$ cat config.mk
export PLATFORM = sky130hd
export DESIGN_NAME = pxscan_ctrl
export DESIGN_NICKNAME = d
export VERILOG_FILES = /design/src/rtl/pxscan_pkg.sv /design/src/rtl/pxscan_pick.sv /design/src/rtl/pxscan_drive.sv /design/src/rtl/pxscan_hitcap.sv /design/src/rtl/pxscan_ctrl.sv
export SDC_FILE = /design/constraint.sdc
export NUM_CORES = 1
export LEC_CHECK = 0
export BUFFER_PORTS_ARGS = -buffer_cell sky130_fd_sc_hd__buf_4
export CAP_MARGIN = 25
export CORE_MARGIN = 5
export CORE_UTILIZATION = 50
export DETAILED_ROUTE_END_ITERATION = 7
export PLACE_DENSITY = 0.79
export SYNTH_ARGS = -nofsm -noshare
export SYNTH_HDL_FRONTEND = slang
export SYNTH_SLANG_ARGS = --single-unit
$ cat constraint.sdc
create_clock -name clk -period 2.26 [get_ports clk]
set_input_delay 0.452 -clock clk [delete_from_list [all_inputs] [get_ports clk]]
set_output_delay 0.452 -clock clk [all_outputs]
set_load 0.05 [all_outputs]
$ cat src/rtl/pxscan_pkg.sv
package pxscan_pkg;
    typedef enum logic [1:0] {
        PH_SAMPLE = 2'd0,
        PH_HOLD   = 2'd1,
        PH_READ   = 2'd2,
        PH_CLEAR  = 2'd3
    } phase_e;
endpackage

$ cat src/rtl/pxscan_pick.sv
module pxscan_pick #(
    parameter int N = 8,
    localparam int W = (N > 1) ? $clog2(N) : 1
) (
    input  logic [N-1:0] req_i,
    output logic [W-1:0] idx_o,
    output logic [N-1:0] onehot_o,
    output logic         any_o
);
    // lowest set bit wins
    always_comb begin
        logic found;
        found = 1'b0;
        idx_o = '0;
        for (int i = 0; i < N; i++) begin
            if (req_i[i] && !found) begin
                idx_o = W'(i);
                found = 1'b1;
            end
        end
    end

    genvar g;
    generate
        for (g = 0; g < N; g++) begin : g_oh
            if (g == 0) begin : g_first
                assign onehot_o[g] = req_i[g];
            end else begin : g_rest
                assign onehot_o[g] = req_i[g] & ~(|req_i[g-1:0]);
            end
        end
    endgenerate

    assign any_o = |req_i;
endmodule

$ cat src/rtl/pxscan_drive.sv
module pxscan_drive
    import pxscan_pkg::*;
#(
    parameter int N_ROWS = 4,
    parameter int N_COLS = 8
) (
    input  phase_e            phase_i,
    input  logic [N_COLS-1:0] sel_i,
    output logic [N_ROWS-1:0] rst_row_o,
    output logic [N_COLS-1:0] rst_col_o
);
    always_comb begin
        unique case (phase_i)
            PH_SAMPLE: begin
                rst_row_o = '1;
                rst_col_o = '0;
            end
            PH_HOLD: begin
                rst_row_o = '0;
                rst_col_o = '0;
            end
            PH_READ: begin
                rst_row_o = '0;
                rst_col_o = sel_i;
            end
            PH_CLEAR: begin
                rst_row_o = '1;
                rst_col_o = sel_i;
            end
            default: begin
                rst_row_o = '1;
                rst_col_o = '0;
            end
        endcase
    end
endmodule

$ cat src/rtl/pxscan_hitcap.sv
module pxscan_hitcap #(
    parameter int N_ROWS = 4,
    parameter int CW     = 3
) (
    input  logic              clk,
    input  logic              rst_n,
    input  logic              cap_i,
    input  logic [CW-1:0]     col_i,
    input  logic [N_ROWS-1:0] row_i,
    output logic              valid_o,
    output logic [CW-1:0]     col_o,
    output logic [N_ROWS-1:0] row_o
);
    always_ff @(posedge clk or negedge rst_n) begin
        if (!rst_n) begin
            valid_o <= 1'b0;
            col_o   <= '0;
            row_o   <= '0;
        end else begin
            valid_o <= cap_i;
            if (cap_i) begin
                col_o <= col_i;
                row_o <= row_i;
            end
        end
    end
endmodule

$ cat src/rtl/pxscan_ctrl.sv
module pxscan_ctrl
    import pxscan_pkg::*;
#(
    parameter int N_COLS = 8,
    parameter int N_ROWS = 4,
    localparam int CW = (N_COLS > 1) ? $clog2(N_COLS) : 1
) (
    input  logic              clk,
    input  logic              rst_n,
    input  logic              start_i,
    input  logic [N_COLS-1:0] col_or_i,
    input  logic [N_ROWS-1:0] row_or_i,
    output logic [N_ROWS-1:0] rst_row_o,
    output logic [N_COLS-1:0] rst_col_o,
    output logic              hit_valid_o,
    output logic [CW-1:0]     hit_col_o,
    output logic [N_ROWS-1:0] hit_row_o,
    output logic              scan_done_o
);
    phase_e            state, state_nx;
    logic [N_COLS-1:0] pending;
    logic [N_COLS-1:0] sel_oh;
    logic [CW-1:0]     sel_idx;
    logic              sel_any;
    logic [N_COLS-1:0] left_after;
    logic              done_nx;

    pxscan_pick #(.N(N_COLS)) u_pick (
        .req_i    (pending),
        .idx_o    (sel_idx),
        .onehot_o (sel_oh),
        .any_o    (sel_any)
    );

    assign left_after = pending & ~sel_oh;

    // next-state selection
    always_comb begin
        state_nx = state;
        done_nx  = 1'b0;
        unique case (state)
            PH_SAMPLE: if (start_i) state_nx = PH_HOLD;
            PH_HOLD: begin
                if (|col_or_i) begin
                    state_nx = PH_READ;
                end else begin
                    state_nx = PH_SAMPLE;
                    done_nx  = 1'b1;
                end
            end
            PH_READ: state_nx = PH_CLEAR;
            PH_CLEAR: begin
                if (|left_after) begin
                    state_nx = PH_READ;
                end else begin
                    state_nx = PH_SAMPLE;
                    done_nx  = 1'b1;
                end
            end
            default: state_nx = PH_SAMPLE;
        endcase
    end

    // state register with latched column flags and completion pulse
    always_ff @(posedge clk or negedge rst_n) begin
        if (!rst_n) begin
            state       <= PH_SAMPLE;
            pending     <= '0;
            scan_done_o <= 1'b0;
        end else begin
            state       <= state_nx;
            scan_done_o <= done_nx;
            if (state == PH_HOLD) begin
                pending <= col_or_i;
            end else if (state == PH_CLEAR) begin
                pending <= left_after;
            end
        end
    end

    // output decode of the phase onto the shared wires
    pxscan_drive #(.N_ROWS(N_ROWS), .N_COLS(N_COLS)) u_drive (
        .phase_i   (state),
        .sel_i     (sel_oh),
        .rst_row_o (rst_row_o),
        .rst_col_o (rst_col_o)
    );

    pxscan_hitcap #(.N_ROWS(N_ROWS), .CW(CW)) u_hit (
        .clk     (clk),
        .rst_n   (rst_n),
        .cap_i   (state == PH_READ),
        .col_i   (sel_idx),
        .row_i   (row_or_i),
        .valid_o (hit_valid_o),
        .col_o   (hit_col_o),
        .row_o   (hit_row_o)
    );

    // ---------------- assertions ----------------
    p_start_enters_hold_r2: assert property (@(posedge clk) disable iff (!rst_n)
        (state == PH_SAMPLE && start_i) |=> (rst_row_o == '0 && rst_col_o == '0));

    p_read_has_target_r4: assert property (@(posedge clk) disable iff (!rst_n)
        (state == PH_READ) |-> (sel_any && $onehot(rst_col_o)));

    p_clear_after_read_r6: assert property (@(posedge clk) disable iff (!rst_n)
        (state == PH_READ) |=> (state == PH_CLEAR && $stable(rst_col_o) && (&rst_row_o)));

    p_pending_shrinks_r4: assert property (@(posedge clk) disable iff (!rst_n)
        (state == PH_CLEAR) |=> ($countones(pending) + 1 == $countones($past(pending))));

    p_hit_follows_read_r7: assert property (@(posedge clk) disable iff (!rst_n)
        (state == PH_READ) |=> hit_valid_o);

    p_hit_only_after_read_r7: assert property (@(posedge clk) disable iff (!rst_n)
        hit_valid_o |-> state == PH_CLEAR);

    p_done_single_r8: assert property (@(posedge clk) disable iff (!rst_n)
        scan_done_o |=> !scan_done_o);

    p_done_in_sample_r8: assert property (@(posedge clk) disable iff (!rst_n)
        scan_done_o |-> (state == PH_SAMPLE));

    p_frozen_r10: assert property (@(posedge clk) disable iff (!rst_n)
        (state != PH_SAMPLE) |-> !((&rst_row_o) && rst_col_o == '0));
endmodule

### Word-level counts from Yosys, hierarchy flattened

Cells that the tools add are included.

* bitwise logic cells: 16
* mux-type cells: 25
* reductions and logical operators: 28
* equality and inequality tests: 4

Operators by type and width (count)
* 3-bit 2-to-1 mux: 6
* 8-bit 2-to-1 mux: 2
* 8-bit case mux with 2 select lines: 1
* 8-bit OR reduction: 2
* 1-bit 2-to-1 mux: 10
* 2-bit OR reduction: 5
* 8-bit AND: 1
* 8-bit NOT: 1
* 2-bit case mux with 4 select lines: 1
* 4-bit case mux with 2 select lines: 1
* 1-bit AND: 7
* 1-bit logical AND: 7
* 1-bit zero test: 7
* 1-bit NOT: 7
* 7-bit OR reduction: 1
* 2-bit 2-to-1 mux: 3
* 6-bit OR reduction: 1
* 5-bit OR reduction: 1
* 2-bit == test, second input constant: 2
* 4-bit OR reduction: 1
* 3-bit OR reduction: 1
* 2-bit by 1-bit == test with 1-bit output, second input constant: 1
* 2-bit zero test: 1
* 2-bit != test, second input constant: 1
* other kinds (2): 2

* input port bits: 15
* flip-flop bits (word level): 19
* output and inout bits: 21
* logic and storage cells: 79

### Logic depth before layout (Yosys ltp)

* depth after elaboration: 22
* depth in mapped cells: 6

### By module

Synthesis repeated with hierarchy kept, for this count alone.

* cells, all modules: 105
* area total of the unflattened synthesis: 1151.1 µm²

By module, submodules not included
* pxscan_ctrl: times used 1, sequential area each 275.3 µm², cells an instance 51, area an instance 565.5 µm²
* pxscan_hitcap: times used 1, sequential area each 200.2 µm², cells an instance 16, area an instance 316.6 µm²
* pxscan_pick: times used 1, sequential area each 0.0 µm², cells an instance 22, area an instance 145.1 µm²
* pxscan_drive: times used 1, sequential area each 0.0 µm², cells an instance 16, area an instance 123.9 µm²

### Worst setup path after synthesis

Ideal clock, no wire load.

* path type: register -> output
* start point: register state[0]
* end point: output port rst_col_o[1]
* setup slack: -0.452 ns
* data arrival time: 2.260 ns
* stages on the path, launching flop included: 6
* cells stage by stage: dfrtp_1 > inv_1 > ha_1 > buf_1 > nor2_1 > nor3b_1

* longest elaborated chain between the ends: 3
* elaborated cells between the ends (all ways): 7
* classes of those cells: eq/ne (3); mux (1); reduce/logical (3)

Ends and longest elaborated chain
* start: declaration: RTL line pxscan_ctrl.sv:20 `phase_e state, state_nx;`
* start signal: assignment: RTL line pxscan_ctrl.sv:71 `state <= state_nx;`
* 2-bit == test
* net u_hit.cap_i: RTL line pxscan_hitcap.sv:7 `input logic cap_i,`
* 2-bit OR reduction (no line)
* 8-bit case mux with 2 select lines: RTL line pxscan_drive.sv:13 `unique case (phase_i)`
* end: declaration: RTL line pxscan_ctrl.sv:14 `output logic [N_COLS-1:0] rst_col_o,`

The timed path passes the listed nets, and every way through them passes these cells.

### Worst setup path in the final report

* start point: register pending[2]
* end point: output port rst_col_o[7]

* longest elaborated chain between the ends: 4

Ends and longest elaborated chain
* start: declaration: RTL line pxscan_ctrl.sv:21 `logic [N_COLS-1:0] pending;`
* start signal: assignment: RTL line pxscan_ctrl.sv:74 `pending <= col_or_i;`
* start signal: assignment: RTL line pxscan_ctrl.sv:76 `pending <= left_after;`
* 7-bit OR reduction: RTL line pxscan_pick.sv:29 `assign onehot_o[g] = req_i[g] & ~(|req_i[g-1:0]);`
* 1-bit NOT: RTL line pxscan_pick.sv:29
* 1-bit AND: RTL line pxscan_pick.sv:29
* 8-bit case mux with 2 select lines: RTL line pxscan_drive.sv:13

Every way passes these cells.

==> reports/results.txt <==
Status = finished, violations left
Failing checks = negative setup slack
Setup Buffers After CTS = 0
Post-layout min period = 2320 ps
Critical Path RT = 1810 ps
Root Driver = clkbuf_4
Final Hold Vio Count = 0
DRC Markers = 0
Crit Path Class = flop to primary output
CTS tree = yes
Relative slew slack = 64.5%
Pin count of the biggest net entering global routing = 20
Ant diodes = 0
Register area share after synthesis = 41.7%
Post-DP HPWL = 2080 um
Port bufs = 35
Ys flop type = dfrtp_1
Final core utilization = 68.0%
I/O pin count = 36
Number of synthesized flops with an enable pin = 0
Die area = 3330 sq um
Worst Skew = 5.11 ps
Yosys reg bits = 19
Ys async rst share = 100%
Die Y = 57.7 um
Ys Warns = 0
Clock Path Buffers = 2
Clk Latency, worst-skew pair = 290 ps
Maximum clock rate = 432 MHz
CP max FO = 3
Area delta synth->final = 30.6%
Post-synthesis net count = 140
Post-Route WL = 2800 um
Tcrit/Tclk final = 103%
Iter 0 DRT Violations = 45
Final Max Slew Viols = 0
Avg Inst Size Synth = 9.50 sq um
DRT antenna net count = 0
First-pass GRT wire length = 4390 um
Max Cap Viol = 0
Final Setup Violations = 1
Vias = 1028
Crit path capture type = primary output
Die X = 57.7 um
CTS buffer count = 3
Core area = 2190 sq um
Non-Filler Instances = 183
Reg clk slew, reported paths = 110 ps
Final net count = 176
CP startpoint kind = flop
Mapped Area = 1140 sq um
Sum Neg Setup Slack = -57.1 ps
Final setup margin = -57.1 ps
Wire length per cell = 15.3 um
Vias in the first global route = 1008
Layout cells sized above 1 = 41.3%
Fill count = 173
Hold Path Class = primary input to asynchronous set/reset pin
Total congestion overflow = 0
Total track usage = 16.7%
Critical path arrival = 1870 ps
Via-per-instance ratio = 5.62
GPL Wtd Cong = 0.818
Mapped Cells = 120
1st-pass router iterations = 4
Initial antenna violation count = 0
Initial Util = 52.0%
Site row count = 17
Place WS = 115 ps
Measured slew at the worst slew-check pin = 532 ps
Placed Instances = 179
Clk sinks = 19
RSZ-0062 raised after global routing = yes
Post-synth cell types = 39
H-tree depth = 1
area by class of cell:
cell class,instances,area [sq um],area share (%)
multi-input combinational,85,609,40.9
sequential,19,477,32.0
timing repair buffer,41,319,21.4
tap,28,35.0,2.35
clock buffer,4,26.3,1.76
inverter,6,22.5,1.51
layout by cell type, fill, tap and decap left out, types with 2 or more instances in the layout:
cell type,synthesis,final
buf_6,3,3
a21o_1,2,2
mux2_2,5,5
clkbuf_4,0,3
inv_1,6,5
nor3_2,1,2
nor2_1,10,9
nor3_1,5,3
ha_1,5,3
nor4_1,4,4
buf_4,4,38
and3_1,2,2
nand2_1,15,15
dfrtp_1,19,18
a31oi_1,2,2
o21ai_0,12,12
a21oi_1,2,2
worst max-delay path, stage by stage (launching register included):
cell      delay [ps]
dfrtp_1          390
or4_4            560
nor3_4           170
nand3b_1         170
nor2_4           120
buf_6            160
routing by layer:
metal / part of all wire [%] / GRT usage (%) / up-vias
met5: 0 / 0 / -
met4: 1.8 / 6.95 / 0
met3: 5.7 / 3.34 / 8
met2: 55 / 30.8 / 42
met1: 38 / 18.4 / 486
li1: - / - / 492
final timing paths:
kind	slack, ps	start	cells after the start	endpoint
setup / recovery	-60	pending[2]$_DFFE_PN0P_	5	rst_col_o[7]
hold / removal	10	rst_n	1	u_hit.row_o[0]$_DFFE_PN0P_
setup reg to reg	200	pending[2]$_DFFE_PN0P_	5	state[1]$_DFFE_PN0P_
hold reg to reg	520	u_hit.row_o[2]$_DFFE_PN0P_	1	u_hit.row_o[2]$_DFFE_PN0P_
max in group asynchronous	2030	rst_n	1	state[1]$_DFFE_PN0P_
min in group clk	370	col_or_i[7]	3	pending[7]$_DFFE_PN0P_
logic make-up after synthesis:
kind of cell	share of synthesized area [%]
compound gates	17.2
fa+ha+maj	6.37
buf+inv	8.67
flops	41.7
mux	4.94
simple gates	21.1
synth_stat cells, types with 2 or more instances:
library cell | n | area [sq um]
a21o_1 | 2 | 15.0
a21oi_1 | 2 | 10.0
a31oi_1 | 2 | 12.5
and3_1 | 2 | 12.5
buf_4 | 4 | 30.0
buf_6 | 3 | 33.8
dfrtp_1 | 19 | 475
ha_1 | 5 | 62.6
inv_1 | 6 | 22.5
mux2_2 | 5 | 56.3
nand2_1 | 15 | 56.3
nor2_1 | 10 | 37.5
nor3_1 | 5 | 25.0
nor4_1 | 4 | 25.0
o21ai_0 | 12 | 60.1
state kept, by name, indices dropped and copies added, names as in the netlist:
register,count
pending,8
u_hit.row_o,4
u_hit.col_o,3
state,2
scan_done_o,1
u_hit.valid_o,1
stage by stage:
stage / cell area, sq um / hold WS, ps
CTS: 1470 / 22.8
detailed placement: 1420 / 342
global route: 1490 / 27.3
global placement: 1420 / 339
finish: 1490 / 13.0
floorplan: 1160 / 156
what timing repair did:
| item | CTS | global route |
|---|---|---|
| gates resized for setup | 4 | 6 |
| setup endpoints to repair | 6 | 6 |
| hold buffers | 0 | 0 |
| hold endpoints to repair | 0 | 0 |
Power is left out: the tool's default activity adds up to more than one toggle a clock period on the data nets, which glitch-free logic cannot reach.
